## src/rtl/class_steer_pkg.sv

```systemverilog
package class_steer_pkg;
  localparam int CLS_W    = 3;
  localparam int MAP_W    = 1 << CLS_W;
  localparam int CH_IDX_W = 3;
  localparam int TYPE_W   = 2;

  typedef enum logic [TYPE_W-1:0] {
    TT_MEM = 2'd0,
    TT_CFG = 2'd1,
    TT_IO  = 2'd2,
    TT_MSG = 2'd3
  } txnType_e;

  typedef struct packed {
    logic                wrEn;
    logic [CH_IDX_W-1:0] wrChan;
    logic [MAP_W-1:0]    wrData;
    logic                push;
    logic [CH_IDX_W-1:0] pushChan;
  } ctrlStb_t;
endpackage

```

## src/rtl/class_steer_path.sv

```systemverilog
module class_steer_path
  import class_steer_pkg::*;
#(
  parameter int NumChan = 8
) (
  input  logic                        clk,
  input  logic                        rstN,
  input  ctrlStb_t                    stb,
  input  logic [CH_IDX_W-1:0]         localMaxCnt,
  input  logic [CH_IDX_W-1:0]         peerMaxCnt,
  input  logic [CLS_W-1:0]            hdrClass,
  input  logic [TYPE_W-1:0]           hdrType,
  input  logic [NumChan-1:0]          outReady,
  input  logic [CH_IDX_W-1:0]         rdAddr,
  output logic [MAP_W-1:0]            rdData,
  output logic [NumChan*MAP_W-1:0]    mapFlat,
  output logic [NumChan-1:0]          enMask,
  output logic                        hit,
  output logic [CH_IDX_W-1:0]         selIdx,
  output logic [NumChan-1:0]          slotFree,
  output logic [NumChan-1:0]          outValid,
  output logic [NumChan*CLS_W-1:0]    outClass,
  output logic [NumChan*TYPE_W-1:0]   outType
);
  logic [MAP_W-1:0]  mapQ    [NumChan];
  logic [CLS_W-1:0]  slotCls [NumChan];
  logic [TYPE_W-1:0] slotTyp [NumChan];
  logic [NumChan-1:0] hitVec;
  logic [CH_IDX_W-1:0] minCnt;

  assign minCnt = (localMaxCnt < peerMaxCnt) ? localMaxCnt : peerMaxCnt;

  for (genvar c = 0; c < NumChan; c++) begin : g_chan
    assign enMask[c] = (CH_IDX_W'(c) <= minCnt);
    assign hitVec[c] = enMask[c] & mapQ[c][hdrClass];
    assign mapFlat[c*MAP_W +: MAP_W] = mapQ[c];
    assign slotFree[c] = !outValid[c] || outReady[c];
    assign outClass[c*CLS_W +: CLS_W] = slotCls[c];
    assign outType[c*TYPE_W +: TYPE_W] = slotTyp[c];

    always_ff @(posedge clk) begin
      if (!rstN) begin
        mapQ[c] <= (c == 0) ? MAP_W'(1) : '0;
      end else if (!enMask[c]) begin
        mapQ[c] <= '0;
      end else if (stb.wrEn && stb.wrChan == CH_IDX_W'(c)) begin
        mapQ[c] <= stb.wrData;
      end
    end

    always_ff @(posedge clk) begin
      if (!rstN) begin
        outValid[c] <= 1'b0;
        slotCls[c]  <= '0;
        slotTyp[c]  <= '0;
      end else if (stb.push && stb.pushChan == CH_IDX_W'(c)) begin
        outValid[c] <= 1'b1;
        slotCls[c]  <= hdrClass;
        slotTyp[c]  <= hdrType;
      end else if (outReady[c]) begin
        outValid[c] <= 1'b0;
      end
    end


    slot_hold_chk: assert property (@(posedge clk) disable iff (!rstN)
      (outValid[c] && !outReady[c]) |=> (outValid[c] && $stable(slotCls[c]) && $stable(slotTyp[c])));
  end

  assign hit = |hitVec;

  always_comb begin
    selIdx = '0;
    for (int c = 0; c < NumChan; c++) begin
      if (hitVec[c]) selIdx = CH_IDX_W'(c);
    end
  end

  always_comb begin
    rdData = '0;
    for (int c = 0; c < NumChan; c++) begin
      if (rdAddr == CH_IDX_W'(c)) rdData = mapQ[c];
    end
  end


  chan0_default_chk: assert property (@(posedge clk) disable iff (!rstN) mapQ[0][0]);

  for (genvar b = 0; b < MAP_W; b++) begin : g_excl
    logic [NumChan-1:0] colVec;
    for (genvar c = 0; c < NumChan; c++) begin : g_col
      assign colVec[c] = mapQ[c][b];
    end

    class_exclusive_chk: assert property (@(posedge clk) disable iff (!rstN)
      $countones(colVec) <= 1);
  end


  push_legal_chk: assert property (@(posedge clk) disable iff (!rstN)
    stb.push |-> (mapQ[stb.pushChan][hdrClass] && enMask[stb.pushChan]
                  && (hdrType == TT_MEM || hdrClass == '0)));
endmodule

```

## src/rtl/class_steer_ctrl.sv

```systemverilog
module class_steer_ctrl
  import class_steer_pkg::*;
#(
  parameter int NumChan = 8
) (
  input  logic                     clk,
  input  logic                     rstN,
  input  logic                     cfgWrEn,
  input  logic [CH_IDX_W-1:0]      cfgWrAddr,
  input  logic [MAP_W-1:0]         cfgWrData,
  input  logic [NumChan*MAP_W-1:0] mapFlat,
  input  logic [NumChan-1:0]       enMask,
  input  logic                     hdrValid,
  input  logic [CLS_W-1:0]         hdrClass,
  input  logic [TYPE_W-1:0]        hdrType,
  input  logic                     hit,
  input  logic [CH_IDX_W-1:0]      selIdx,
  input  logic [NumChan-1:0]       slotFree,
  output ctrlStb_t                 stb,
  output logic                     hdrReady,
  output logic                     cfgErr,
  output logic                     malformedErr,
  output logic                     unmappedErr
);
  logic [MAP_W-1:0] ownedOthers;
  logic [MAP_W-1:0] dataFix;
  logic addrOk, badZero, conflict, reject;
  logic malformed, accept;

  always_comb begin
    ownedOthers = '0;
    addrOk = 1'b0;
    for (int c = 0; c < NumChan; c++) begin
      if (cfgWrAddr == CH_IDX_W'(c)) addrOk = enMask[c];
      else ownedOthers = ownedOthers | mapFlat[c*MAP_W +: MAP_W];
    end
  end

  assign dataFix  = (cfgWrAddr == '0) ? (cfgWrData | MAP_W'(1)) : cfgWrData;
  assign badZero  = (cfgWrAddr != '0) && cfgWrData[0];
  assign conflict = |(dataFix & ownedOthers);
  assign reject   = cfgWrEn && (!addrOk || badZero || conflict);

  assign malformed = (hdrType != TT_MEM) && (hdrClass != '0);
  assign hdrReady  = malformed || !hit || slotFree[selIdx];
  assign accept    = hdrValid && hdrReady;

  always_comb begin
    stb          = '0;
    stb.wrEn     = cfgWrEn && !reject;
    stb.wrChan   = cfgWrAddr;
    stb.wrData   = dataFix;
    stb.push     = accept && !malformed && hit;
    stb.pushChan = selIdx;
  end

  always_ff @(posedge clk) begin
    if (!rstN) begin
      cfgErr       <= 1'b0;
      malformedErr <= 1'b0;
      unmappedErr  <= 1'b0;
    end else begin
      cfgErr       <= reject;
      malformedErr <= accept && malformed;
      unmappedErr  <= accept && !malformed && !hit;
    end
  end


  reject_no_commit_chk: assert property (@(posedge clk) disable iff (!rstN)
    (cfgWrEn && conflict) |-> !stb.wrEn);


  drop_exclusive_chk: assert property (@(posedge clk) disable iff (!rstN)
    !(malformedErr && unmappedErr));
endmodule

```

## src/rtl/class_lane_steer.sv

```systemverilog
module class_lane_steer
  import class_steer_pkg::*;
#(
  parameter int NumChan = 8
) (
  input  logic                       clk,
  input  logic                       rstN,
  input  logic [CH_IDX_W-1:0]        localMaxCnt,
  input  logic [CH_IDX_W-1:0]        peerMaxCnt,
  input  logic                       cfgWrEn,
  input  logic [CH_IDX_W-1:0]        cfgWrAddr,
  input  logic [MAP_W-1:0]           cfgWrData,
  input  logic [CH_IDX_W-1:0]        cfgRdAddr,
  output logic [MAP_W-1:0]           cfgRdData,
  output logic                       cfgErr,
  input  logic                       hdrValid,
  output logic                       hdrReady,
  input  logic [CLS_W-1:0]           hdrClass,
  input  logic [TYPE_W-1:0]          hdrType,
  output logic [NumChan-1:0]         outValid,
  input  logic [NumChan-1:0]         outReady,
  output logic [NumChan*CLS_W-1:0]   outClass,
  output logic [NumChan*TYPE_W-1:0]  outType,
  output logic                       malformedErr,
  output logic                       unmappedErr
);
  ctrlStb_t stb;
  logic [NumChan*MAP_W-1:0] mapFlat;
  logic [NumChan-1:0] enMask, slotFree;
  logic hit;
  logic [CH_IDX_W-1:0] selIdx;

  class_steer_ctrl #(.NumChan(NumChan)) uCtrl (
    .clk(clk), .rstN(rstN),
    .cfgWrEn(cfgWrEn), .cfgWrAddr(cfgWrAddr), .cfgWrData(cfgWrData),
    .mapFlat(mapFlat), .enMask(enMask),
    .hdrValid(hdrValid), .hdrClass(hdrClass), .hdrType(hdrType),
    .hit(hit), .selIdx(selIdx), .slotFree(slotFree),
    .stb(stb), .hdrReady(hdrReady),
    .cfgErr(cfgErr), .malformedErr(malformedErr), .unmappedErr(unmappedErr)
  );

  class_steer_path #(.NumChan(NumChan)) uPath (
    .clk(clk), .rstN(rstN), .stb(stb),
    .localMaxCnt(localMaxCnt), .peerMaxCnt(peerMaxCnt),
    .hdrClass(hdrClass), .hdrType(hdrType), .outReady(outReady),
    .rdAddr(cfgRdAddr), .rdData(cfgRdData),
    .mapFlat(mapFlat), .enMask(enMask), .hit(hit), .selIdx(selIdx),
    .slotFree(slotFree), .outValid(outValid),
    .outClass(outClass), .outType(outType)
  );
endmodule

```

## config.mk

```make
export PLATFORM = sky130hd
export DESIGN_NAME = class_lane_steer
export DESIGN_NICKNAME = d
export VERILOG_FILES = /design/src/rtl/class_steer_pkg.sv /design/src/rtl/class_steer_path.sv /design/src/rtl/class_steer_ctrl.sv /design/src/rtl/class_lane_steer.sv
export SDC_FILE = /design/constraint.sdc
export NUM_CORES = 1
export LEC_CHECK = 0
export ABC_AREA = 1
export BUFFER_PORTS_ARGS = -buffer_cell sky130_fd_sc_hd__buf_2
export CAP_MARGIN = 25
export CORE_UTILIZATION = 25
export DETAILED_ROUTE_END_ITERATION = 8
export PLACE_DENSITY = 0.47
export SYNTH_ARGS = -nofsm -noshare
export SYNTH_HDL_FRONTEND = slang
export SYNTH_SLANG_ARGS = --single-unit
```

## constraint.sdc

```tcl
create_clock -name clk -period 8.8 [get_ports clk]
set_clock_uncertainty 0.05 [all_clocks]
set_input_delay 1.76 -clock clk [delete_from_list [all_inputs] [get_ports clk]]
set_output_delay 1.76 -clock clk [all_outputs]
set_load 0.005 [all_outputs]
```

; ---- Word level (Yosys, flattened, before mapping)
; Memory sizes are Yosys's and may differ from the RTL's.
; Index checks and enable logic that the tools add are counted.
[totals]
reg_bits = 11
ram_bits = 104
in_bits = 37
out_inout_bits = 60
word_cells = 339
mem_count = 3
[memory_table]
columns = memory, depth, width, rd, rd_ports_with_merged_regs, wr, line
row1 = uPath.mapQ, 8, 8, 8, 0, 8, class_steer_path.sv:25  ; logic [MAP_W-1:0] mapQ [NumChan];
row2 = uPath.slotCls, 8, 3, 8, 0, 8, class_steer_path.sv:26  ; logic [CLS_W-1:0] slotCls [NumChan];
row3 = uPath.slotTyp, 8, 2, 8, 0, 8, class_steer_path.sv:27  ; logic [TYPE_W-1:0] slotTyp [NumChan];
[op_classes]
order_cmp = 11
eq_ne = 21
n_mux = 180
bitwise = 48
n_reduce_logical = 65
[op_table]
columns = operator, count
row1 = two-way mux 8 bit, 32
row2 = two-way mux 1 bit, 116
row3 = bitwise OR 8 bit, 7
row4 = two-way mux 3 bit, 13
row5 = == test 3 bit (second input constant), 12
row6 = bitwise OR 1 bit, 32
row7 = binary-select mux 1 bit (select 3 bit), 9
row8 = logical AND 1 bit, 25
row9 = two-way mux 2 bit, 10
row10 = == test 3 x 2 -> 1 bit (second input constant), 6
row11 = nonzero test 2 bit, 9
row12 = OR reduction 8 bit, 2
row13 = <= comparator 3 bit (first input constant), 4
row14 = zero test 1 bit, 12
row15 = logical OR 1 bit, 12
row16 = == test 3 x 1 -> 1 bit (second input constant), 3
row17 = zero test 3 bit, 3
row18 = bitwise AND 1 bit, 8
row19 = bitwise AND 8 bit, 1
row20 = less-than comparator 3 x 4 -> 1 bit (second input constant), 2
row21 = <= comparator 1 x 3 -> 1 bit (first input constant), 2
row22 = <= comparator 2 x 3 -> 1 bit (first input constant), 2
row23 = nonzero test 3 bit, 2
row24 = less-than comparator 3 bit, 1

; ---- Longest topological paths before layout
[logic_depth]
depth_word = 28
mapped_depth = 24
ltp_nobuf = 24

; ---- Cells and area by module
; A second synthesis with hierarchy kept.
[unflattened]
hier_cells = 812
area_unflattened_um2 = 6686.4
[by_module_without_submodules]
columns = mod, n_inst, cells_each, area_each_um2, seq_area_each_um2
row1 = class_steer_path, 1, 599, 5575.3, 3283.1
row2 = class_steer_ctrl, 1, 213, 1111.1, 60.1

; ---- Worst setup path after synthesis
; Ideal clock, no wire load.
[synth_timing]
kind = in2out
from = input port peerMaxCnt[2]
to = output port hdrReady
arrival_time_ns = 3.614
required_ns = 6.990
path_slack_ns = 3.376
path_stages = 20
n_path_buf = 0
path_cell_list = inv_1 -> ha_1 -> a21oi_4 -> nand2_2 -> nand2_1 -> nand2_2 -> nor2_2 -> nand2_1 -> nor2_4 -> inv_2 -> nand2_1 -> inv_1 -> nand2_2 -> nor2_1 -> nand2_1 -> nand2_1 -> inv_1 -> nand3_1 -> nand2_1 -> nand3_1
[synth_via]
elab_chain_len = 14
word_cells_on_any_way = 31
classes_between = order compare: 9 / mux: 10 / bitwise: 8 / reduce/logical: 4
[synth_lines]
columns = item, line
row1 = "start, declared", class_lane_steer.sv:9  ; input logic [CH_IDX_W-1:0] peerMaxCnt,
row2 = less-than comparator 3 bit, class_steer_path.sv:31  ; assign minCnt = (localMaxCnt < peerMaxCnt) ? localMaxCnt : peerMaxCnt;
row3 = two-way mux 3 bit (*), class_steer_path.sv:31
row4 = <= comparator 1 x 3 -> 1 bit, class_steer_path.sv:34  ; assign enMask[c] = (CH_IDX_W'(c) <= minCnt);
row5 = bitwise AND 1 bit, class_steer_path.sv:35  ; assign hitVec[c] = enMask[c] & mapQ[c][hdrClass];
row6 = two-way mux 1 bit, class_steer_path.sv:75  ; if (hitVec[c]) selIdx = CH_IDX_W'(c);
row7 = two-way mux 2 bit (2 in series), class_steer_path.sv:75
row8 = two-way mux 3 bit (4 in series), class_steer_path.sv:75
row9 = binary-select mux 1 bit (select 3 bit), class_steer_ctrl.sv:45  ; assign hdrReady = malformed || !hit || slotFree[selIdx];
row10 = two-way mux 1 bit (not written as such), class_steer_ctrl.sv:45
row11 = logical OR 1 bit (*), class_steer_ctrl.sv:45
row12 = "end, declared", class_lane_steer.sv:17  ; output logic hdrReady,
; Every way passes the cells marked *; elsewhere a longest branch is shown, timed or not. The select of a mux whose other input is x is not followed.

; ---- Worst setup path in the final report
[layout_timing]
from = input port hdrClass[0]
to = output port hdrReady
[layout_via]
elab_chain_len = 13
word_cells_on_any_way = 39
classes_between = mux: 25 / bitwise: 8 / reduce/logical: 6
[layout_lines]
columns = item, line
row1 = "start, declared", class_lane_steer.sv:18  ; input logic [CLS_W-1:0] hdrClass,
row2 = binary-select mux 1 bit (select 3 bit), class_steer_path.sv:35
row3 = two-way mux 1 bit (not written as such), class_steer_path.sv:35
row4 = bitwise AND 1 bit, class_steer_path.sv:35
row5 = two-way mux 1 bit, class_steer_path.sv:75
row6 = two-way mux 2 bit (2 in series), class_steer_path.sv:75
row7 = two-way mux 3 bit (4 in series), class_steer_path.sv:75
row8 = binary-select mux 1 bit (select 3 bit), class_steer_ctrl.sv:45
row9 = two-way mux 1 bit (not written as such), class_steer_ctrl.sv:45
row10 = logical OR 1 bit (*), class_steer_ctrl.sv:45
; Marked as above.

==> impl_metrics.yaml <==
run_status:
  outcome: "finished clean"
timing:
  slew_violations: 0
  slew_headroom: 0.308
  setup_viol: 0
  fmax_mhz: 157
  period_share: 0.724
  final.setup.tns_ns: 0
  finalWorstPathRequiredPeriod_ns: 6.37
  rsz0062_at_grt: "false"
  hold-worst-slack_ns: 0.485
  finalHoldViolCount: 0
  worst_pin_slew_ns: 1.03
synthesis:
  synth_flop_cell: "edfxtp_1"
  synth_area_um2: 6380
  yosysUniqueCellTypes: 38
  yosysWarnings: 0
  ys_seq_area_frac: 0.524
  syn_area_per_cell_um2: 8.71
  ys_seq_elements: 115
  syn-instance-count: 732
  synth_edf_count: 104
  synth-async-reset-ratio: 0
layout:
  antenna_cells: 0
  synthToLayoutAreaGrowth_pct: 22.5
  final_cell_area_um2: 7810
  nets: 875
  mostFrequentLayoutCells: "nand2_1, edfxtp_1, buf_2, inv_1, nor2_1"
  drive_gt1_frac: 0.197
  final_common_cell: "nand2_1"
floorplan:
  core_area_um2: 25100
  die_w_um: 162
  die_y_um: 162
  rows: 58
  dieArea_um2: 26200
  io-pin-count: 97
  initial_core_util: 0.254
routing:
  dr.first_iter.drc_count: 586
  vias_per_cell: 4.88
  ant_nets: 0
  dr.pass1.iters: 5
  wire_per_inst_um: 19.4
  vias: 5753
  drt_wl_total_mm: 22.9
  drc: 0
place:
  io_buffers: 96
  post_dp_cell_area_um2: 7220
  place.gp.congestion: 0.960
  hpwl_mm: 17.3
cts:
  post_cts_resized: 0
  post_cts_buffers: 0
  clkSinkCount: 115
  cts_buffer_depth: 2
  htreeDepth: 4
  cts_buffers: 17
  path_clk_slew_ns: 0.06
  root_buffer: "clkbuf_16"
  cts_tree: "yes"
  clock_latency_ns: 0.43
  hold_buffers: 0
global_routing:
  grt_pass1_wl_mm: 33.9
  grt_pass1_vias: 5382
  grt_max_degree: 47
  overflow: 0
  antenna_found_initial: 0
  track_usage: 0.180
min_path:
  hp-class: "register to register"
run:
  max_cap_viol_count: 0
critical_path:
  worst_ep_arrival_time_ns: 4.56
  start_kind: "primary input"
  cp-end-kind: "output pin"
  worstPathMaxFanout: 46
  path_class: "primary input to output pin"
  worstPathRequired_ns: 6.99
power:
  vdd_drop_max_v: 0.000103
  p_per_area_nw_per_um2: 202
  p_leak_uw: 0.00329
==> layer usage <==
layer	vias up	share of wire	track usage
li1	2744	-	-
met1	2749	0.44	0.235
met2	214	0.47	0.288
met3	46	0.063	0.0347
met4	0	0.026	0.0802
met5	-	0	0
==> registers in the layout, indices dropped and copies added, names as in the netlist <==
signal              cells
uCtrl.unmappedErr       1
uPath.mapQ             64
uPath.slotTyp          16
uPath.outValid          8
uCtrl.cfgErr            1
uCtrl.malformedErr      1
uPath.slotCls          24
==> kinds of logic after synthesis <==
| family | synth area share |
|---|---|
| AOI/OAI and AO/OA | 0.119 |
| adders and majority gates | 0.00589 |
| buffers and inverters | 0.0675 |
| DFF | 0.524 |
| other | 0.00118 |
| and+or+nand+nor | 0.282 |
==> cell usage after synthesis, types with 3 or more instances <==
cell / instances / area share
nand2_1: 162 / 0.095
edfxtp_1: 104 / 0.49
inv_1: 82 / 0.048
nor2_1: 78 / 0.046
nor3_1: 56 / 0.044
o21ai_0: 46 / 0.036
nand3_1: 42 / 0.033
a21oi_1: 30 / 0.024
o22ai_1: 14 / 0.014
dfxtp_1: 11 / 0.035
clkbuf_1: 10 / 0.0059
buf_2: 8 / 0.0063
a221oi_1: 7 / 0.0096
inv_2: 7 / 0.0041
o221ai_1: 7 / 0.0096
nand4_1: 6 / 0.0059
clkinv_1: 5 / 0.0029
nand2_2: 5 / 0.0049
nand4_2: 5 / 0.0098
o211ai_1: 5 / 0.0059
nand4_4: 4 / 0.013
nor2_2: 4 / 0.0039
o21ai_1: 4 / 0.0031
o41ai_1: 4 / 0.0055
ha_1: 3 / 0.0059
nand3_2: 3 / 0.0047
nor2_4: 3 / 0.0053
nor3_4: 3 / 0.0077
o2111ai_1: 3 / 0.0041
==> path summary, 6_finish.rpt <==
kind                            slack (ns)  cells past startpoint                  end               from
worst max register to register        5.59                     17  uPath.slotCls[0][3]  uPath.mapQ[1][29]
worst min-delay path                  0.48                      2    uPath.outValid[4]  uPath.outValid[4]
worst max-delay path                  2.43                     18             hdrReady        hdrClass[0]
worst min register to register        0.48                      2    uPath.outValid[4]  uPath.outValid[4]
==> per-stage QoR <==
stage,total power [uW],utilization,instances,setup slack [ns]
floorplan,783,-,738,3.38
global placement,875,0.287,1146,2.51
detailed placement,872,0.287,1146,2.47
CTS,1580,0.311,1178,2.45
global route,1630,0.311,1178,2.09
finish,1580,0.311,1178,2.43
==> worst max-delay path, stage by stage <==
cell,delay (ns)
buf_2,0.59
inv_2,0.45
a21oi_1,0.25
o21ai_0,0.15
nand3_1,0.10
nand2_1,0.07
nor2_1,0.14
nor2_1,0.09
nand2_1,0.07
nand2_2,0.09
nor2_1,0.17
nand2_1,0.07
o21ai_0,0.08
inv_1,0.05
nand2_1,0.06
nand2_1,0.07
nand3_1,0.11
buf_2,0.13
==> report_power, final <==
group          switching, uW  leakage [uW]  total [uW]  internal (uW)
clock                    291      0.000291         716            426
combinational            154       0.00178         216           61.1
sequential              22.6       0.00122         647            625
total                    468       0.00329        1580           1110
==> layout make-up <==
class	instances	area, um^2
fill	2664	17300
sequential	115	3340
multi-input combinational	511	2630
timing repair buffer	96	480
clock buffer	17	425
tap	330	413
inverter	94	353
clock inverter	15	171
Power figures use the tool's default switching activity.
